===== src/rtl/lpt_pkg.sv =====
package lpt_pkg;
  // Divider select field width; divider counter spans the largest ratio.
  localparam int SEL_W = 3;
  localparam int DIV_W = (1 << SEL_W) - 1;

  typedef enum logic [2:0] {
    A_CTRL    = 3'd0,
    A_SETUP   = 3'd1,
    A_RELOAD  = 3'd2,
    A_MATCH   = 3'd3,
    A_FLAGS   = 3'd4,
    A_FLAGCLR = 3'd5
  } lpt_addr_e;

  typedef struct packed {
    logic             invert;
    logic [SEL_W-1:0] shift;
  } lpt_setup_t;

  // Low-order bit mask of the divider that must be all ones for a tick.
  function automatic logic [DIV_W-1:0] div_mask(input logic [SEL_W-1:0] s);
    logic [DIV_W:0] one_hot;
    one_hot = (DIV_W+1)'(1) << s;
    return DIV_W'(one_hot - (DIV_W+1)'(1));
  endfunction

  // Next counter value on a tick: wrap once the reload value is reached.
  function automatic logic [31:0] step_count(input logic [31:0] cur,
                                             input logic [31:0] top);
    return (cur >= top) ? 32'd0 : cur + 32'd1;
  endfunction
endpackage


===== src/rtl/lpt_regs.sv =====
module lpt_regs
  import lpt_pkg::*;
#(
  parameter int CNT_W = 16
) (
  input  logic             clk,
  input  logic             rst_n,
  input  logic             wr,
  input  logic [2:0]       addr,
  input  logic [CNT_W-1:0] wdata,
  output logic [CNT_W-1:0] rdata,
  output logic             en_q,
  output logic             run_q,
  output lpt_setup_t       setup_q,
  output logic [CNT_W-1:0] reload_q,
  output logic [CNT_W-1:0] match_q
);
  logic flag_match_q, flag_reload_q;

  // Named decode events
  logic wr_ctrl, wr_setup_ok, wr_reload_ok, wr_match_ok, wr_clr;
  logic wr_setup_any, wr_reload_any, wr_match_any;
  assign wr_ctrl       = wr && (addr == A_CTRL);
  assign wr_setup_any  = wr && (addr == A_SETUP);
  assign wr_reload_any = wr && (addr == A_RELOAD);
  assign wr_match_any  = wr && (addr == A_MATCH);
  assign wr_clr        = wr && (addr == A_FLAGCLR);
  assign wr_setup_ok   = wr_setup_any  && !en_q;
  assign wr_reload_ok  = wr_reload_any &&  en_q;
  assign wr_match_ok   = wr_match_any  &&  en_q;

  always_ff @(posedge clk or negedge rst_n) begin
    if (!rst_n) begin
      en_q  <= 1'b0;
      run_q <= 1'b0;
    end else if (wr_ctrl) begin
      en_q  <= wdata[0];
      run_q <= wdata[0] ? (run_q | (wdata[1] & en_q)) : 1'b0;
    end
  end

  always_ff @(posedge clk or negedge rst_n) begin
    if (!rst_n) setup_q <= '0;
    else if (wr_setup_ok) setup_q <= lpt_setup_t'(wdata[SEL_W:0]);
  end

  always_ff @(posedge clk or negedge rst_n) begin
    if (!rst_n) begin
      reload_q <= '0;
      match_q  <= '0;
    end else begin
      if (wr_reload_ok) reload_q <= wdata;
      if (wr_match_ok)  match_q  <= wdata;
    end
  end

  always_ff @(posedge clk or negedge rst_n) begin
    if (!rst_n) begin
      flag_match_q  <= 1'b0;
      flag_reload_q <= 1'b0;
    end else begin
      if (wr_match_ok) flag_match_q <= 1'b1;
      else if (wr_clr && wdata[0]) flag_match_q <= 1'b0;
      if (wr_reload_ok) flag_reload_q <= 1'b1;
      else if (wr_clr && wdata[1]) flag_reload_q <= 1'b0;
    end
  end

  always_comb begin
    case (addr)
      A_CTRL:   rdata = CNT_W'({run_q, en_q});
      A_SETUP:  rdata = CNT_W'(setup_q);
      A_RELOAD: rdata = reload_q;
      A_MATCH:  rdata = match_q;
      A_FLAGS:  rdata = CNT_W'({flag_reload_q, flag_match_q});
      default:  rdata = '0;
    endcase
  end

  AST_SETUP_LOCKED:  assert property (@(posedge clk) disable iff (!rst_n) (wr_setup_any && en_q) |=> $stable(setup_q));
  AST_RELOAD_LOCKED: assert property (@(posedge clk) disable iff (!rst_n) (wr_reload_any && !en_q) |=> $stable(reload_q));
  AST_MATCH_LOCKED:  assert property (@(posedge clk) disable iff (!rst_n) (wr_match_any && !en_q) |=> $stable(match_q));
  AST_RELOAD_FLAG:   assert property (@(posedge clk) disable iff (!rst_n) wr_reload_ok |=> flag_reload_q);
  AST_MATCH_FLAG:    assert property (@(posedge clk) disable iff (!rst_n) wr_match_ok |=> flag_match_q);
  AST_FLAG_CLEAR:    assert property (@(posedge clk) disable iff (!rst_n) (wr_clr && wdata[1]) |=> !flag_reload_q);
  AST_START_NEEDS_EN: assert property (@(posedge clk) disable iff (!rst_n) $rose(run_q) |-> $past(en_q));
endmodule


===== src/rtl/lpt_divider.sv =====
module lpt_divider
  import lpt_pkg::*;
(
  input  logic             clk,
  input  logic             rst_n,
  input  logic             run,
  input  logic [SEL_W-1:0] shift,
  output logic             tick
);
  logic [DIV_W-1:0] div_q;
  logic [DIV_W-1:0] mask;

  assign mask = div_mask(shift);
  assign tick = run && ((div_q & mask) == mask);

  always_ff @(posedge clk or negedge rst_n) begin
    if (!rst_n)   div_q <= '0;
    else if (run) div_q <= div_q + DIV_W'(1);
    else          div_q <= '0;
  end

  AST_TICK_SPACING: assert property (@(posedge clk) disable iff (!rst_n) (tick && shift != '0) |=> !tick);
  AST_DIV_IDLE:     assert property (@(posedge clk) disable iff (!rst_n) !run |=> div_q == '0);
endmodule


===== src/rtl/lpt_counter.sv =====
module lpt_counter #(
  parameter int CNT_W = 16
) (
  input  logic             clk,
  input  logic             rst_n,
  input  logic             run,
  input  logic             tick,
  input  logic [CNT_W-1:0] reload,
  input  logic [CNT_W-1:0] match,
  input  logic             invert,
  output logic             pwm
);
  logic [CNT_W-1:0] cnt_q;
  logic             active;
  logic             at_top;

  assign at_top = cnt_q >= reload;
  assign active = run && (cnt_q > match);
  assign pwm    = active ^ invert;

  always_ff @(posedge clk or negedge rst_n) begin
    if (!rst_n)     cnt_q <= '0;
    else if (!run)  cnt_q <= '0;
    else if (tick)  cnt_q <= CNT_W'(lpt_pkg::step_count(32'(cnt_q), 32'(reload)));
  end

  AST_IDLE_CLEAR: assert property (@(posedge clk) disable iff (!rst_n) !run |=> cnt_q == '0);
  AST_WRAP_ZERO:  assert property (@(posedge clk) disable iff (!rst_n) (tick && at_top) |=> cnt_q == '0);
endmodule


===== src/rtl/lp_pwm_timer.sv =====
module lp_pwm_timer
  import lpt_pkg::*;
#(
  parameter int CNT_W = 16
) (
  input  logic             clk,
  input  logic             rst_n,
  input  logic             bus_wr,
  input  logic [2:0]       bus_addr,
  input  logic [CNT_W-1:0] bus_wdata,
  output logic [CNT_W-1:0] bus_rdata,
  output logic             pwm_out
);
  logic             en, run, tick;
  lpt_setup_t       setup;
  logic [CNT_W-1:0] reload, match;

  lpt_regs #(.CNT_W(CNT_W)) u_regs (
    .clk(clk), .rst_n(rst_n), .wr(bus_wr), .addr(bus_addr), .wdata(bus_wdata),
    .rdata(bus_rdata), .en_q(en), .run_q(run), .setup_q(setup),
    .reload_q(reload), .match_q(match)
  );

  lpt_divider u_div (
    .clk(clk), .rst_n(rst_n), .run(run), .shift(setup.shift), .tick(tick)
  );

  lpt_counter #(.CNT_W(CNT_W)) u_cnt (
    .clk(clk), .rst_n(rst_n), .run(run), .tick(tick), .reload(reload),
    .match(match), .invert(setup.invert), .pwm(pwm_out)
  );

  AST_IDLE_LEVEL: assert property (@(posedge clk) disable iff (!rst_n) !run |-> pwm_out == setup.invert);
  AST_RUN_IMPLIES_EN: assert property (@(posedge clk) disable iff (!rst_n) run |-> en);
endmodule


===== config.mk =====
export PLATFORM = sky130hd
export DESIGN_NAME = lp_pwm_timer
export DESIGN_NICKNAME = d
export VERILOG_FILES = /design/src/rtl/lpt_pkg.sv /design/src/rtl/lpt_regs.sv /design/src/rtl/lpt_divider.sv /design/src/rtl/lpt_counter.sv /design/src/rtl/lp_pwm_timer.sv
export SDC_FILE = /design/constraint.sdc
export NUM_CORES = 1
export LEC_CHECK = 0
export BUFFER_PORTS_ARGS = -buffer_cell sky130_fd_sc_hd__buf_2
export CAP_MARGIN = 10
export CORE_MARGIN = 8
export CORE_UTILIZATION = 55
export DETAILED_ROUTE_END_ITERATION = 8
export PLACE_DENSITY = 0.73
export SLEW_MARGIN = 20
export SYNTH_ARGS = -nofsm -noshare
export SYNTH_HDL_FRONTEND = slang
export SYNTH_HIERARCHICAL = 1
export SYNTH_SLANG_ARGS = --single-unit

===== constraint.sdc =====
create_clock -name clk -period 3 [get_ports clk]
set_input_delay 0.15 -clock clk [delete_from_list [all_inputs] [get_ports clk]]
set_output_delay 0.15 -clock clk [all_outputs]
set_load 0.05 [all_outputs]

==> results of run 1 <==
timing repair:
| item | in CTS | in global routing |
|---|---|---|
| buffers inserted | 0 | 0 |
| hold endpoints to repair | 31 | 0 |
| hold buffers | 1 | 0 |
power by group:
part | switching (mW) | leakage, nW | internal, mW
sequential | 0.164 | 0.819 | 1.04
clock | 0.350 | 0.0988 | 0.431
combinational | 0.474 | 1.33 | 0.414
total | 0.988 | 2.24 | 1.88
logic make-up after synthesis:
kind of cell | count (synthesis) | synth area share
AOI/OAI and AO/OA | 73 | 0.128
xor gates and xnor gates | 4 | 0.00872
adders and majority gates | 34 | 0.106
buffers and inverters | 53 | 0.0651
DFF | 63 | 0.392
muxes | 54 | 0.156
and+or+nand+nor | 106 | 0.145
metal layers:
metal | share of wire | global-route usage | vias up
met5 | 0 | 0 | -
met4 | 0.022 | 0.0882 | 0
met3 | 0.032 | 0.0405 | 16
met2 | 0.49 | 0.301 | 63
met1 | 0.46 | 0.216 | 1437
li1 | - | - | 1454
worst max-delay path, delay by kind of cell (launching register included):
kind            cells  cell delay, ns
xor+xnor            1            0.13
buf+inv             1            0.27
fa+ha+maj           1            0.32
flops               1            0.47
compound gates      4            0.83
cell type report:
class / count / share of cell area
clock inverters: 4 / 0.0120
inverters: 39 / 0.0328
clock buffers: 12 / 0.0347
well taps: 99 / 0.0277
repair buffers: 43 / 0.0515
flip-flops and latches: 63 / 0.353
multi-input cells: 271 / 0.488
final timing paths:
path	depth (start not counted)	to	from
max	7	pwm_out	u_cnt/cnt_q[9]$_DFFE_PN0P_
min	2	u_regs/reload_q[13]$_DFFE_PN0P_	bus_wdata[13]
max reg2reg	9	u_cnt/cnt_q[13]$_DFFE_PN0P_	u_cnt/cnt_q[0]$_DFFE_PN0P_
min reg2reg	1	u_regs/flag_reload_q$_DFFE_PN0P_	u_regs/flag_reload_q$_DFFE_PN0P_
max in group asynchronous	3	u_regs/match_q[11]$_DFFE_PN0P_	rst_n
min in group asynchronous	3	u_div/div_q[5]$_DFF_PN0_	rst_n
per-stage QoR:
| stage | instances | utilization | setup slack (ns) |
|---|---|---|---|
| floorplan | 387 | - | 0.727 |
| global placement | 514 | 0.592 | 0.862 |
| detailed placement | 514 | 0.592 | 0.788 |
| CTS | 531 | 0.622 | 0.461 |
| global route | 531 | 0.622 | 0.348 |
| finish | 531 | 0.622 | 0.480 |
placed cells by master (no fill, tap or decap), types with 3 or more instances in the layout:
master and instances:
o21ai_1 3, nor2b_1 7, a21oi_1 22, mux2i_1 13, ha_1 34, mux2_2 32, o21ai_0 9, or3_1 4
nand3_1 9, nand4_1 11, buf_2 38, buf_4 4, inv_1 39, a221o_1 6, a22o_1 4, o21a_1 3
nand2_1 20, clkbuf_8 11, a21o_1 8, nor2_1 28, dfrtp_1 63, and3_1 6, mux2_4 9, a22oi_1 4
and2_1 5
registers in the layout, indices dropped and copies added, names as in the netlist:
signal                cells
u_div/div_q               7
u_regs/flag_match_q       1
u_regs/en_q               1
u_cnt/cnt_q              16
u_regs/match_q           16
u_regs/setup_q            4
u_regs/run_q              1
u_regs/reload_q          16
u_regs/flag_reload_q      1
==> summary.md, run 1 <==
| Metric | Value |
|---|---|
| Period utilisation layout | 0.840 |
| # diodes | 0 |
| Vias in the first global route | 3004 |
| Worst Path Arrival | 2.37 ns |
| Clock Pin Slew Worst Setup and Hold Paths | 0.08 ns |
| Max Cap Viol | 0 |
| Tightest Hold Check Type | in -> reg |
| First-pass GRT wire length | 14.3 mm |
| Max_slew headroom | 0.342 |
| H-tree levels | 3 |
| Peak supply drop | 349 uV |
| Netlist cell types | 55 |
| Placed cell areas | 4250 um^2 |
| Synthesized area | 4020 um^2 |
| Placer Congestion | 0.841 |
| Setup CP Type | reg -> out |
| Cts repair resizes | 0 |
| Layout area overhead | 11.1% |
| Slowest stage cell, crit path | dfrtp_1 |
| CTS tree | built |
| TritonCTS Buffers | 9 |
| Chip Width | 101 um |
| Final net count | 483 |
| Largest stage delay, worst path | 0.47 ns |
| Clk root buf | clkbuf_8 |
| Initial Utilization | 0.560 |
| Crit-path most repeated cell | a21oi_1 |
| GRT Resource Usage Total | 0.181 |
| Startpoint Class | flip-flop |
| Pwr Total | 2.87 mW |
| Syn_area_per_cell | 10.4 um^2 |
| Die area | 10300 um^2 |
| Synth Register Bits | 63 |
| Synth area leader | dfrtp_1 |
| CP Cell Sequence | ha_1 -> a21o_1 -> a221o_1 -> a21oi_1 -> a21oi_1 -> xor2_1 -> buf_2 |
| Core footprint | 7180 um^2 |
| CP Capture Type | output port |
| Slew Limit Fails | 0 |
| Worst-Skew Late Latency | 0.36 ns |
| Area occupied by multi-input gates | 2180 um^2 |
| Final wirelength | 8.66 mm |
| Vias | 2970 |
| Pin count of the biggest net entering global routing | 64 |
| RSZ-0062 raised after global routing | false |
| Register area | 1580 um^2 |
| Power Density | 642 nW/um^2 |
| DIE HEIGHT | 101 um |
| Count leader, synth | dfrtp_1 |
| Drt first pass iters | 4 |
| Fillers | 590 |
| Final setup violation count | 0 |
| Worst Path Max Fanout | 6 |
| Share of layout cells above drive strength 1 | 0.257 |
| Mapped Nets | 443 |
| Post-synthesis instance total | 387 |
| Vias per inst | 5.59 |
| Slew @ Worst Pin | 0.987 ns |
| Critical Path RT | 2.85 ns |
| CTS Buffer Depth | 2 |
| Most used flip-flop cell after synthesis | dfrtp_1 |
| YS warnings | 6 |
| Hpwl dp | 6.23 mm |
| Ys async rst share | 1.00 |
| Status | finished, final reports clean |
| Clock Skew | 0.0145 ns |
| Port buffer count | 38 |
| Synth cell count leaders | dfrtp_1 (63), inv_1 (39), ha_1 (34), mux2_2 (32), nor2_1 (28) |
| Final TNS setup | 0 ns |
| Io pins | 39 |
| Num rows | 31 |
| Non-Filler Cell Area, Final | 4470 um^2 |
| Area contributors post-synth | dfrtp_1 (39%), ha_1 (11%), mux2_2 (9.0%), inv_1 (3.6%), mux2_4 (3.4%) |
| Initial antenna violation count | 0 |
| DRT iter0 DRCs | 140 |
| Hold Slack | 0.0392 ns |
| Min cycle time layout | 2.52 ns |
| Static leakage | 2.24 nW |
| Final hold violations | 0 |
| # clock sinks | 63 |
| FMAX | 397 MHz |
| Post-synth top area share | 0.392 |
| Post-synth EDFFs | 0 |
| DRT antenna net count | 0 |
| DR WL/cell | 16.3 um |
| Seq/Total Area, Yosys | 0.392 |
| GRT Residual Overflow | 0 |
| FF-to-FF setup slack | 0.78 ns |
| # DRC | 0 |
(Power assumes the default switching activity.)
==> run 2: changes to the inputs <==
Settings changed: CORE_UTILIZATION 55 to 54, PLACE_DENSITY 0.73 to 0.75.
Clock period 3 ns to 2.1 ns, I/O delays scaled along.
==> summary.md, run 2 (synthesized netlist as in run 1, its figures left out) <==
| Metric | Value |
|---|---|
| Status | finished with violations |
| Failing checks | negative setup slack |
| Fillers | 500 |
| First-pass GRT wire length | 17.4 mm |
| Tightest Hold Check Type | in -> reg |
| Worst R2R End | u_cnt/cnt_q[9]$_DFFE_PN0P_ |
| DRT iter0 DRCs | 151 |
| Hold Slack | 0.00783 ns |
| Static leakage | 2.55 nW |
| Power Density | 872 nW/um^2 |
| Top Registers | u_cnt/cnt_q (16), u_regs/match_q (16), u_regs/reload_q (16) |
| Core footprint | 7210 um^2 |
| Most frequent cells in the layout | dfrtp_1 (58), buf_4 (43), buf_2 (37) |
| Hpwl dp | 6.73 mm |
| Chip Width | 102 um |
| Slowest stage cell, crit path | dfrtp_1 |
| Drt first pass iters | 5 |
| Delay-heaviest family, CP | compound AO/OA/AOI/OAI gates |
| Vias in the first global route | 3598 |
| CTS tree | built |
| Clk root buf | clkbuf_8 |
| Io pins | 39 |
| GRT Resource Usage Total | 0.214 |
| Reg2Reg Depth | 8 |
| Area occupied by multi-input gates | 2440 um^2 |
| Pre-CTS setup slack | -0.0184 ns |
| FMAX | 411 MHz |
| Final setup violation count | 14 |
| Buffers & Inverters on Critical Path | 1 |
| Layout area overhead | 30.5% |
| Non-Filler Cell Area, Final | 5250 um^2 |
| Critical Path RT | 2.00 ns |
| CP Capture Type | output port |
| Final hold violations | 0 |
| Post-route insts no fill | 584 |
| # DRC | 0 |
| Largest stage delay, worst path | 0.44 ns |
| DR WL/cell | 18.8 um |
| Worst Path Max Fanout | 3 |
| Hold Path Depth | 2 |
| Min cycle time layout | 2.44 ns |
| Crit-path most repeated cell | a21oi_2 |
| H-tree levels | 3 |
| Placed cell count | 530 |
| Final Util | 0.727 |
| CTS Buffer Depth | 2 |
| Pin count of the biggest net entering global routing | 29 |
| Placed cell areas | 4400 um^2 |
| Slew @ Worst Pin | 0.757 ns |
| CP startpoint | u_cnt/cnt_q[10]$_DFFE_PN0P_ |
| Worst Path Arrival | 2.33 ns |
| # diodes | 0 |
| DIE HEIGHT | 102 um |
| RSZ-0062 raised after global routing | true |
| Register area | 1580 um^2 |
| Setup CP Type | reg -> out |
| Pwr Total | 4.57 mW |
| Clock Pin Slew Worst Setup and Hold Paths | 0.07 ns |
| Share of layout cells above drive strength 1 | 0.414 |
| Worst setup margin | -0.335 ns |
| Worst-Skew Late Latency | 0.35 ns |
| Initial Utilization | 0.557 |
| Num rows | 31 |
| Clock Skew | 0.0117 ns |
| WHS Endpoint | u_regs/reload_q[14]$_DFFE_PN0P_ |
| # clock sinks | 63 |
| Crit Reg-Reg Startpoint | u_cnt/cnt_q[7]$_DFFE_PN0P_ |
| Final wirelength | 11.0 mm |
| Vias per inst | 5.79 |
| Commonest non-fill, non-tap cell in the layout | dfrtp_1 |
| Hold Crit Start | bus_wdata[14] |
| Slew Limit Fails | 0 |
| Final TNS setup | -1.48 ns |
| DRT antenna net count | 0 |
| Die area | 10500 um^2 |
| GRT Residual Overflow | 0 |
| Peak supply drop | 548 uV |
| Port buffer count | 38 |
| Final net count | 536 |
| Vias | 3384 |
| CP Cell Sequence | ha_1 -> and2_4 -> a221o_1 -> a21oi_2 -> a21oi_2 -> xor2_2 -> buf_6 |
| Period utilisation layout | 1.16 |
| Max_slew headroom | 0.493 |
| TritonCTS Buffers | 9 |
| Initial antenna violation count | 0 |
| FF-to-FF setup slack | -0.17 ns |
| Startpoint Class | flip-flop |
| Max Cap Viol | 0 |
| Placer Congestion | 0.938 |
[run 2: cell types whose count changed in the layout (fill, tap and decap cells not counted), moves of 5 or more]
| cell | previous run | this run |
|---|---|---|
| dlygate4sd3_1 | 1 | 9 |
| dfrtp_1 | 63 | 58 |
| ha_4 | 0 | 12 |
| buf_4 | 4 | 43 |
| inv_2 | 0 | 5 |
| ha_1 | 34 | 22 |
| inv_1 | 39 | 34 |
| a21oi_1 | 22 | 17 |
| dfrtp_2 | 0 | 5 |
[run 2: worst max path at each step]
stage                                 end  slack [ns]  cells after the start
2_1_floorplan  u_cnt/cnt_q[7]$_DFFE_PN0P_        0.10                      9
3_3_place_gp                      pwm_out        0.02                      7
3_5_place_dp   u_cnt/cnt_q[5]$_DFFE_PN0P_       -0.02                      8
4_1_cts                           pwm_out       -0.22                      7
5_1_grt                           pwm_out       -0.41                      7
6_report                          pwm_out       -0.34                      7
[run 2: final cells by class]
class	instances	area share
Multi-Input combinational cell	271	0.465
Sequential cell	63	0.302
Timing Repair Buffer	96	0.139
Inverter	39	0.0279
Clock buffer	9	0.0236
Tap cell	99	0.0236
Clock inverter	7	0.0186
[run 2: repair_timing]
action	CTS	global route
endpoints found under the hold margin	34	1
pin swaps	24	20
setup endpoints to repair	11	17
gates cloned	3	0
hold buffers	8	1
buffers inserted	18	10
resized for setup	33	26
[run 2: report_power, final]
group	switching, mW	internal, mW	total (mW)
Combinational	0.869	0.812	1.68
Clock	0.518	0.669	1.19
Sequential	0.225	1.48	1.70
Total	1.61	2.96	4.57
[run 2: worst register-to-register path: cells and delay by family, from the launching register on]
family          cells  cell delay, ns
fa+ha+maj           1            0.30
simple gates        1            0.14
flops               1            0.44
buf+inv             3            0.45
compound gates      3            0.83
[run 2: layer usage]
| layer | vias to the layer above | wire [um] | global-route usage |
|---|---|---|---|
| met2 | 112 | 5560 | 0.366 |
| met5 | - | 0 | 0 |
| met3 | 38 | 542 | 0.0613 |
| met4 | 0 | 441 | 0.0993 |
| li1 | 1556 | - | - |
| met1 | 1678 | 4440 | 0.242 |
